<file path="src/rtl/bcd_cal_pkg.sv">
package bcd_cal_pkg;
  localparam int REG_W    = 8;
  localparam int NUM_REGS = 8;
  localparam int IMG_W    = REG_W * NUM_REGS;

  // bits that may hold a value; everything else reads zero (byte 7 .. byte 0)
  localparam logic [IMG_W-1:0] KEEP_MASK =
    {8'hFF, 8'h1F, 8'h3F, 8'h37, 8'hBF, 8'h7F, 8'h7F, 8'hFF};

  localparam logic [IMG_W-1:0] RESET_IMG = 64'h0001013100000000;

  function automatic logic [7:0] bcd_inc(input logic [7:0] v);
    if (v[3:0] >= 4'd9) return {v[7:4] + 4'd1, 4'd0};
    return {v[7:4], v[3:0] + 4'd1};
  endfunction

  function automatic logic is_leap(input logic [7:0] y);
    if (y[4]) return (y[3:0] == 4'd2) || (y[3:0] == 4'd6);
    return (y[3:0] == 4'd0) || (y[3:0] == 4'd4) || (y[3:0] == 4'd8);
  endfunction

  function automatic logic [7:0] month_last(input logic [7:0] m, input logic leap);
    case (m)
      8'h02:                      return leap ? 8'h29 : 8'h28;
      8'h04, 8'h06, 8'h09, 8'h11: return 8'h30;
      default:                    return 8'h31;
    endcase
  endfunction
endpackage

</file>
<file path="src/rtl/bcd_wrap_counter.sv">
module bcd_wrap_counter
  import bcd_cal_pkg::*;
#(
  parameter logic [7:0] FIRST = 8'h00,
  parameter logic [7:0] LAST  = 8'h99,
  parameter logic [7:0] INIT  = 8'h00
) (
  input  logic       clk,
  input  logic       rst_n,
  input  logic       load_en,
  input  logic [7:0] load_val,
  input  logic       inc,
  output logic [7:0] val,
  output logic       wrap
);
  assign wrap = inc && (val >= LAST);

  always_ff @(posedge clk or negedge rst_n) begin
    if (!rst_n)       val <= INIT;
    else if (load_en) val <= load_val;
    else if (wrap)    val <= FIRST;
    else if (inc)     val <= bcd_inc(val);
  end

  // a carry at the top value lands on the first value
  a_r1_wrap_first: assert property (@(posedge clk) disable iff (!rst_n)
    (inc && !load_en && val == LAST) |=> (val == FIRST));
endmodule

</file>
<file path="src/rtl/cal_hour_unit.sv">
module cal_hour_unit
  import bcd_cal_pkg::*;
(
  input  logic       clk,
  input  logic       rst_n,
  input  logic       load_en,
  input  logic [7:0] load_val,
  input  logic       inc,
  output logic [7:0] hour,
  output logic       day_carry
);
  logic       mode12, pm;
  logic [4:0] v12;
  logic [5:0] v24;
  logic [7:0] inc12, inc24, nxt;

  assign mode12 = hour[7];
  assign pm     = hour[5];
  assign v12    = hour[4:0];
  assign v24    = hour[5:0];
  assign inc12  = bcd_inc({3'b000, v12});
  assign inc24  = bcd_inc({2'b00, v24});

  always_comb begin
    nxt       = hour;
    day_carry = 1'b0;
    if (inc) begin
      if (mode12) begin
        if (v12 == 5'h11) begin
          nxt       = {2'b10, ~pm, 5'h12};
          day_carry = pm;
        end else if (v12 >= 5'h12) begin
          nxt = {2'b10, pm, 5'h01};
        end else begin
          nxt = {2'b10, pm, inc12[4:0]};
        end
      end else begin
        if (v24 >= 6'h23) begin
          nxt       = 8'h00;
          day_carry = 1'b1;
        end else begin
          nxt = {2'b00, inc24[5:0]};
        end
      end
    end
  end

  always_ff @(posedge clk or negedge rst_n) begin
    if (!rst_n)       hour <= 8'h00;
    else if (load_en) hour <= load_val;
    else              hour <= nxt;
  end

  // 23 wraps to 00 in 24-hour mode
  a_r2_wrap_midnight: assert property (@(posedge clk) disable iff (!rst_n)
    (inc && !load_en && hour == 8'h23) |=> (hour == 8'h00));
  // 12 steps to 01 keeping the PM flag
  a_r3_twelve_to_one: assert property (@(posedge clk) disable iff (!rst_n)
    (inc && !load_en && mode12 && v12 == 5'h12) |=> (hour[4:0] == 5'h01 && hour[5] == $past(pm)));
  // 11 steps to 12 with PM toggled
  a_r3_eleven_toggle: assert property (@(posedge clk) disable iff (!rst_n)
    (inc && !load_en && mode12 && v12 == 5'h11) |=> (hour[4:0] == 5'h12 && hour[5] != $past(pm)));
endmodule

</file>
<file path="src/rtl/cal_date_unit.sv">
module cal_date_unit
  import bcd_cal_pkg::*;
(
  input  logic       clk,
  input  logic       rst_n,
  input  logic       load_en,
  input  logic [7:0] load_day,
  input  logic [7:0] load_date,
  input  logic [7:0] load_month,
  input  logic [7:0] load_year,
  input  logic       inc_day,
  output logic [7:0] day_reg,
  output logic [7:0] date,
  output logic [7:0] month,
  output logic [7:0] year
);
  logic [1:0] mode_q;
  logic [7:0] dow, last;
  logic       dow_wrap, date_wrap, month_wrap, year_wrap, leap;

  assign leap      = is_leap(year);
  assign last      = month_last(month, leap);
  assign date_wrap = inc_day && (date >= last);
  assign day_reg   = {2'b00, mode_q, 4'b0000} | dow;

  always_ff @(posedge clk or negedge rst_n) begin
    if (!rst_n)       mode_q <= 2'b11;
    else if (load_en) mode_q <= load_day[5:4];
  end

  always_ff @(posedge clk or negedge rst_n) begin
    if (!rst_n)         date <= 8'h01;
    else if (load_en)   date <= load_date;
    else if (date_wrap) date <= 8'h01;
    else if (inc_day)   date <= bcd_inc(date);
  end

  bcd_wrap_counter #(.FIRST(8'h01), .LAST(8'h07), .INIT(8'h01)) u_dow (
    .clk(clk), .rst_n(rst_n), .load_en(load_en), .load_val(load_day & 8'h07),
    .inc(inc_day), .val(dow), .wrap(dow_wrap));

  bcd_wrap_counter #(.FIRST(8'h01), .LAST(8'h12), .INIT(8'h01)) u_month (
    .clk(clk), .rst_n(rst_n), .load_en(load_en), .load_val(load_month),
    .inc(date_wrap), .val(month), .wrap(month_wrap));

  bcd_wrap_counter #(.FIRST(8'h00), .LAST(8'h99), .INIT(8'h00)) u_year (
    .clk(clk), .rst_n(rst_n), .load_en(load_en), .load_val(load_year),
    .inc(month_wrap), .val(year), .wrap(year_wrap));

  // the month's last date rolls to 01
  a_r4_date_roll: assert property (@(posedge clk) disable iff (!rst_n)
    (date_wrap && !load_en && date == last) |=> (date == 8'h01));
  // year 99 rolls to 00
  a_r4_year_roll: assert property (@(posedge clk) disable iff (!rst_n)
    (year_wrap && !load_en) |=> (year == 8'h00));
  // February 28 steps to 29 in a leap year
  a_r5_leap_feb: assert property (@(posedge clk) disable iff (!rst_n)
    (inc_day && !load_en && month == 8'h02 && date == 8'h28 && leap) |=> (date == 8'h29));
  // weekday 07 rolls to 01
  a_r6_dow_roll: assert property (@(posedge clk) disable iff (!rst_n)
    (dow_wrap && !load_en) |=> (day_reg[2:0] == 3'd1));
endmodule

</file>
<file path="src/rtl/bcd_calendar_core.sv">
module bcd_calendar_core
  import bcd_cal_pkg::*;
(
  input  logic             clk,
  input  logic             rst_n,
  input  logic             tick,
  input  logic             load_valid,
  output logic             load_ready,
  input  logic [IMG_W-1:0] load_data,
  output logic [IMG_W-1:0] time_regs
);
  localparam int CHAIN = 3;  // hundredths, seconds, minutes

  logic             load_fire, running;
  logic [IMG_W-1:0] img_in;
  logic [CHAIN:0]   carry;
  logic [7:0]       chain_val [CHAIN];
  logic [7:0]       hour, day_reg, date, month, year;
  logic             day_carry;

  assign load_ready = 1'b1;
  assign load_fire  = load_valid && load_ready;
  assign img_in     = load_data & KEEP_MASK;
  assign running    = ~day_reg[5];
  assign carry[0]   = tick && running;

  for (genvar i = 0; i < CHAIN; i++) begin : g_chain
    localparam logic [7:0] TOP = (i == 0) ? 8'h99 : 8'h59;
    bcd_wrap_counter #(.FIRST(8'h00), .LAST(TOP), .INIT(8'h00)) u_cnt (
      .clk(clk), .rst_n(rst_n), .load_en(load_fire),
      .load_val(img_in[REG_W*i +: REG_W]), .inc(carry[i]),
      .val(chain_val[i]), .wrap(carry[i+1]));
  end

  cal_hour_unit u_hour (
    .clk(clk), .rst_n(rst_n), .load_en(load_fire), .load_val(img_in[31:24]),
    .inc(carry[CHAIN]), .hour(hour), .day_carry(day_carry));

  cal_date_unit u_date (
    .clk(clk), .rst_n(rst_n), .load_en(load_fire),
    .load_day(img_in[39:32]), .load_date(img_in[47:40]),
    .load_month(img_in[55:48]), .load_year(img_in[63:56]),
    .inc_day(day_carry), .day_reg(day_reg), .date(date),
    .month(month), .year(year));

  assign time_regs = {year, month, date, day_reg, hour,
                      chain_val[2], chain_val[1], chain_val[0]};

  // a stopped oscillator freezes the image
  a_r7_osc_frozen: assert property (@(posedge clk) disable iff (!rst_n)
    (!load_valid && time_regs[37]) |=> $stable(time_regs));
  // reserved bits stay zero
  a_r8_zero_bits: assert property (@(posedge clk) disable iff (!rst_n)
    ((time_regs & ~KEEP_MASK) == '0));
  // a load wins over a tick in the same cycle
  a_r10_load_wins: assert property (@(posedge clk) disable iff (!rst_n)
    load_valid |=> (time_regs[7:0] == $past(load_data[7:0]) &&
                    time_regs[63:56] == $past(load_data[63:56])));
  // never back-pressure
  a_r10_always_ready: assert property (@(posedge clk) disable iff (!rst_n)
    load_ready);
endmodule

</file>
<file path="config.mk">
export PLATFORM = sky130hd
export DESIGN_NAME = bcd_calendar_core
export DESIGN_NICKNAME = d
export VERILOG_FILES = /design/src/rtl/bcd_cal_pkg.sv /design/src/rtl/bcd_wrap_counter.sv /design/src/rtl/cal_hour_unit.sv /design/src/rtl/cal_date_unit.sv /design/src/rtl/bcd_calendar_core.sv
export SDC_FILE = /design/constraint.sdc
export NUM_CORES = 1
export LEC_CHECK = 0
export ABC_AREA = 1
export BUFFER_PORTS_ARGS = -buffer_cell sky130_fd_sc_hd__buf_4
export CAP_MARGIN = 10
export CORE_UTILIZATION = 59
export CTS_CLUSTER_DIAMETER = 40
export DETAILED_ROUTE_END_ITERATION = 10
export MAX_ROUTING_LAYER = met4
export PLACE_DENSITY = 0.88
export SLEW_MARGIN = 20
export SYNTH_ARGS = -nofsm -noshare
export SYNTH_HDL_FRONTEND = slang
export SYNTH_HIERARCHICAL = 1
export SYNTH_SLANG_ARGS = --single-unit
</file>
<file path="constraint.sdc">
create_clock -name clk -period 9.3 [get_ports clk]
set_clock_uncertainty 0.15 [all_clocks]
set_input_delay 1.86 -clock clk [delete_from_list [all_inputs] [get_ports clk]]
set_output_delay 1.86 -clock clk [all_outputs]
set_load 0.05 [all_outputs]
</file>
After elaboration in Yosys (flattened, before gate mapping)
Cells that the tools add are included.

operators by class
  equality and inequality tests = 12
  mux-type cells = 83
  magnitude comparators = 17
  bitwise logic cells = 3
  $add $sub $neg = 17
  reductions and logical operators = 38

operators with widths
  kind                                                  number
  two-way mux 8 bit                                     39
  adder 4 x 1 -> 4 bit (second input constant)          15
  nonzero test 3 bit                                    14
  two-way mux 1 bit                                     37
  >= comparator 4 bit (second input constant)           8
  two-way mux 6 bit                                     3
  == test 8 x 3 -> 1 bit (second input constant)        2
  >= comparator 8 x 7 -> 1 bit (second input constant)  2
  >= comparator 8 bit (second input constant)           2
  case mux 8 bit (2 select lines)                       1
  two-way mux 5 bit                                     3
  AND reduction 2 bit                                   7
  == test 4 x 3 -> 1 bit (second input constant)        2
  == test 8 x 2 -> 1 bit (second input constant)        1
  == test 8 x 4 -> 1 bit (second input constant)        1
  == test 8 x 5 -> 1 bit (second input constant)        1
  >= comparator 8 x 3 -> 1 bit (second input constant)  1
  >= comparator 8 x 5 -> 1 bit (second input constant)  1
  >= comparator 8 bit                                   1
  logical AND 1 bit                                     8
  bitwise OR 6 x 8 -> 8 bit                             1
  >= comparator 6 bit (second input constant)           1
  AND reduction 3 bit                                   2
  == test 5 bit (second input constant)                 1
  other kinds (13)                                      16

storage, ports and cells
  input port bits = 68
  flip-flop bits (word level) = 66

Logic depth before layout (Yosys ltp)
  word-level depth = 16
  gate-level depth with buffers = 24
  mapped depth without buffers = 24

By module
Netlist, hierarchy kept.

by module, submodules not included
  module                                    cells an instance  area an instance (sq um)  times used
  bcd_wrap_counter at g_chain[0].u_cnt ...  83                 616.8                     2
  bcd_wrap_counter at g_chain[1].u_cnt ...  75                 565.5                     2
  cal_date_unit                             126                865.8                     1
  cal_hour_unit                             95                 705.7                     1
  bcd_wrap_counter at u_date.u_dow          85                 624.3                     1
  bcd_wrap_counter at u_date.u_month        78                 608.1                     1
  bcd_calendar_core                         5                  25.0                      1

Least setup slack after synthesis
OpenSTA, ideal clock, no wires.

  kind = input -> register
  from = in tick
  to = reg u_date.u_year.val[4]
  data arrival time = 3,789 ps
  stages = 19
  buffers on the path = 0
  slack = 5,243 ps
  cell sequence = inv_1 -> nor2_2 -> nand2_4 -> inv_1 -> nand2_2 -> inv_1 -> nand2_2 -> inv_1 -> o2111ai_1 -> inv_1 -> nand2_4 -> inv_1 -> nand2_4 -> inv_1 -> nor2_1 -> inv_1 -> nand2_4 -> nand2_1 -> nand2_1

on the way
  word-level cells in the longest chain between the ends = 10
  elaborated cells between the ends (all ways) = 13

ends and longest elaborated chain
  what                                                                RTL line                 text
  start, declared                                                     bcd_calendar_core.sv:6   input logic tick,
  logical AND 1 bit (*)                                               bcd_calendar_core.sv:25  assign carry[0] = tick && running;
  via carry[0]                                                        bcd_calendar_core.sv:16  logic [CHAIN:0] carry;
  logical AND 1 bit (*)                                               bcd_wrap_counter.sv:16   assign wrap = inc && (val >= LAST);
  via carry[1]                                                        bcd_calendar_core.sv:16
  logical AND 1 bit (*)                                               bcd_wrap_counter.sv:16
  via carry[2]                                                        bcd_calendar_core.sv:16
  logical AND 1 bit (*)                                               bcd_wrap_counter.sv:16
  via carry[3]                                                        bcd_calendar_core.sv:16
  two-way mux 1 bit (*)                                               cal_hour_unit.sv:27      if (inc) begin
  via day_carry                                                       bcd_calendar_core.sv:19  logic day_carry;
  logical AND 1 bit (*)                                               cal_date_unit.sv:23      assign date_wrap = inc_day && (date >= last);
  via u_date.date_wrap                                                cal_date_unit.sv:19      logic dow_wrap, date_wrap, month_wrap, year_wrap, leap;
  logical AND 1 bit (*)                                               bcd_wrap_counter.sv:16
  via u_date.month_wrap                                               cal_date_unit.sv:19
  logical AND 1 bit                                                   bcd_wrap_counter.sv:16
  nonzero test 3 bit (no line) or two-way mux 8 bit (tied branches)   -
  AND reduction 2 bit (no line) or two-way mux 8 bit (tied branches)  -
  end signal, assigned                                                bcd_wrap_counter.sv:20   else if (load_en) val <= load_val;
  end signal, assigned                                                bcd_wrap_counter.sv:22   else if (inc) val <= bcd_inc(val);
  end, declared                                                       bcd_wrap_counter.sv:13   output logic [7:0] val,

The timed path passes the listed nets; every way through them passes the cells marked *.
A chain may end at the register's enable or synchronous reset.

Final worst setup path
  from = in tick
  to = reg u_date.u_year.val[7]

Same word-level chain as after synthesis.

==> metrics.txt <==
Post-Synthesis Mean Instance Area 7.38 µm²; Worst Hold Endpoint u_date/mode_q[0]; Synthesis Warnings 6; total I/O pin count roughly 130; total wire length after detailed routing 12300 µm; count of mapped cells out of synthesis 703; sw power 568 µW; pin slew with the least headroom to its limit around 0.84 ns; layout cells sized above 1 25.0%; clock network fraction of design power 20.5%; post-cts gate resize count 0; combinational fraction of design power 45.5%; first-pass GRT wire length between 20000 and 25000 µm; detailed-route DRC error count 0; Internal Pwr Total 672 µW; fraction of power spent switching nets a little under half; setup repair after global routing missed its margin no; fraction of the cycle the final worst path needs a little under half; Core Rows 33; count of filler cells inserted in the layout 638; number of buffers added by the clock tree synthesis step 9; area of the core region ~8300 µm²; worst setup slack for register-to-register paths between 5 and 6 ns; cell chosen for the clock root sky130_fd_sc_hd__clkbuf_8; Final ANT Viol Nets 0; vias in the first global route 4747; First-pass DRT Iterations 4; CTS tree done; arrival time of the worst setup path 4.46 ns; cell leakage power 3.59 nW; Maximum Capacitance Violations 0; status finished, final reports clean; detailed-placement wirelength estimate ~9200 µm; leading cell types in the layout, fill and taps excluded sky130_fd_sc_hd__nand2_1, sky130_fd_sc_hd__buf_4, sky130_fd_sc_hd__inv_1, sky130_fd_sc_hd__dfrtp_1, sky130_fd_sc_hd__nor2_1; pin count of the biggest net entering global routing 82; chip width 95.8 µm; depth of the most critical reg-to-reg path 22; total power 1.24 mW; f_max between 200 and 250 MHz; required time reported for the critical path endpoint 9.39 ns; H-tree depth 3; critical path capture point type register; area grow syn2layout 23.4%; die area 9170 µm²; Final GP Congestion just over 0.9; Layout Utilization 76.7%; Tot GR Track Use 28.8%; starting DRC count in detailed routing 202; startpoint of the most critical hold path u_date/mode_q[0]; vias per cell 5.26; starting utilization of the core area 62.2%; total overflow reported by the global router 0; worst setup path class input port to register; headroom to the max-slew limit 44.0%; sequential power share about a third; number of inserted diodes 0; fin. max-slew vios 0; critical-path maximum fanout 7; DP Cell Count 930; sum of negative setup slack 0 ns; maximum vdd ir drop 0.114 mV; Chip Height approximately 96 µm; number of antenna violations at the first check in global routing 0; clock latency at the later pin of the worst-skew pair 0.35 ns; hold buffer count at cts 0; vias after detailed routing between 4k and 5k; port buffer count 120; number of failing setup endpoints in the final timing report 0; cell area after technology mapping 5190 µm²; kind of start point of the critical path input port; maximum buffer depth of the clock tree 2; Worst Setup Slack, final 4.93 ns; clock-pin transition on the worst setup and hold timing paths 0.07 ns; worst hold slack across all endpoints 0.317 ns; total number of nets in the final design approximately 950; Final Hold Viols 0; worst reg2reg endpoint u_date/u_year/val[7]; cell area after layout 6400 µm²; worst hold path class register to register; Sink Count 66; average wire length per cell after detail routing 13.0 µm; number of buffers added for setup after CTS 0; pre-CTS worst setup slack 4.58 ns; clock period minus final worst setup slack 4.37 ns; launch point of the worst reg-to-reg path g_chain[0].u_cnt/val[0]; leading cell type in the layout, fill and taps excluded sky130_fd_sc_hd__nand2_1; post-route insts no fill between 900 and 1k; total power per unit cell area ~190 nW/µm²; count of cells along the worst hold path 2; cell area after placement 6190 µm²
## routing by layer
metal,vias to the layer above,global-route usage [%],part of all wire [%]
met5,-,-,0
met4,0,12.3,1.8
met3,21,5.92,6.3
met2,156,48.3,48
met1,2298,33.7,44
li1,2497,-,-
## flip-flops by register name, indices dropped and copies added, names as in the netlist
signal              flops
g_chain.u_cnt/val      24
u_date/date             8
u_date/u_dow/val        8
u_date/u_month/val      8
u_date/u_year/val       8
u_hour/hour             8
u_date/mode_q           2
## critical path, cell delays in order
cell and delay [ns]:
sky130_fd_sc_hd__buf_4 0.07, sky130_fd_sc_hd__inv_1 0.03, sky130_fd_sc_hd__nor2_2 0.18, sky130_fd_sc_hd__nand2_4 0.11
sky130_fd_sc_hd__inv_1 0.11, sky130_fd_sc_hd__nand2_2 0.11, sky130_fd_sc_hd__inv_1 0.19, sky130_fd_sc_hd__nand2_2 0.13
sky130_fd_sc_hd__inv_1 0.13, sky130_fd_sc_hd__o2111ai_1 0.13, sky130_fd_sc_hd__inv_1 0.29, sky130_fd_sc_hd__nand2_4 0.14
sky130_fd_sc_hd__inv_1 0.15, sky130_fd_sc_hd__nand2_4 0.10, sky130_fd_sc_hd__inv_1 0.16, sky130_fd_sc_hd__nor2_1 0.12
sky130_fd_sc_hd__inv_1 0.21, sky130_fd_sc_hd__nand2_4 0.10, sky130_fd_sc_hd__nand2_1 0.07, sky130_fd_sc_hd__nand2_1 0.05
## power groups by stage
stage | registers [mW] | clock network [mW] | logic (mW)
after global placement | 0.421 | 0 | 0.543
final | 0.422 | 0.254 | 0.564
after global routing | 0.431 | 0.271 | 0.614
after CTS | 0.421 | 0.259 | 0.565
after detailed placement | 0.426 | 0 | 0.562
after floorplan | 0.570 | 0 | 0.248
## worst max path at each step
stage	start	endpoint	slack (ns)	depth (start not counted)
floorplan	tick	u_date/u_year/val[4]	5.24	19
global placement	tick	u_date/u_year/val[4]	4.65	20
detailed placement	tick	u_date/u_year/val[7]	4.58	20
CTS	tick	u_date/u_year/val[5]	4.94	21
global route	tick	u_date/u_year/val[5]	4.68	20
finish	tick	u_date/u_year/val[7]	4.93	20
## final cells by class
cell class | count | area [µm²] | area share [%]
Sequential cell | 66 | 1660 | 25.9
Multi-Input combinational cell | 551 | 3170 | 49.5
Clock inverter | 2 | 35.0 | 0.548
Clock buffer | 13 | 169 | 2.64
Inverter | 88 | 338 | 5.28
Timing Repair Buffer | 120 | 901 | 14.1
Tap cell | 105 | 131 | 2.05
Power figures use the tool's default switching activity.
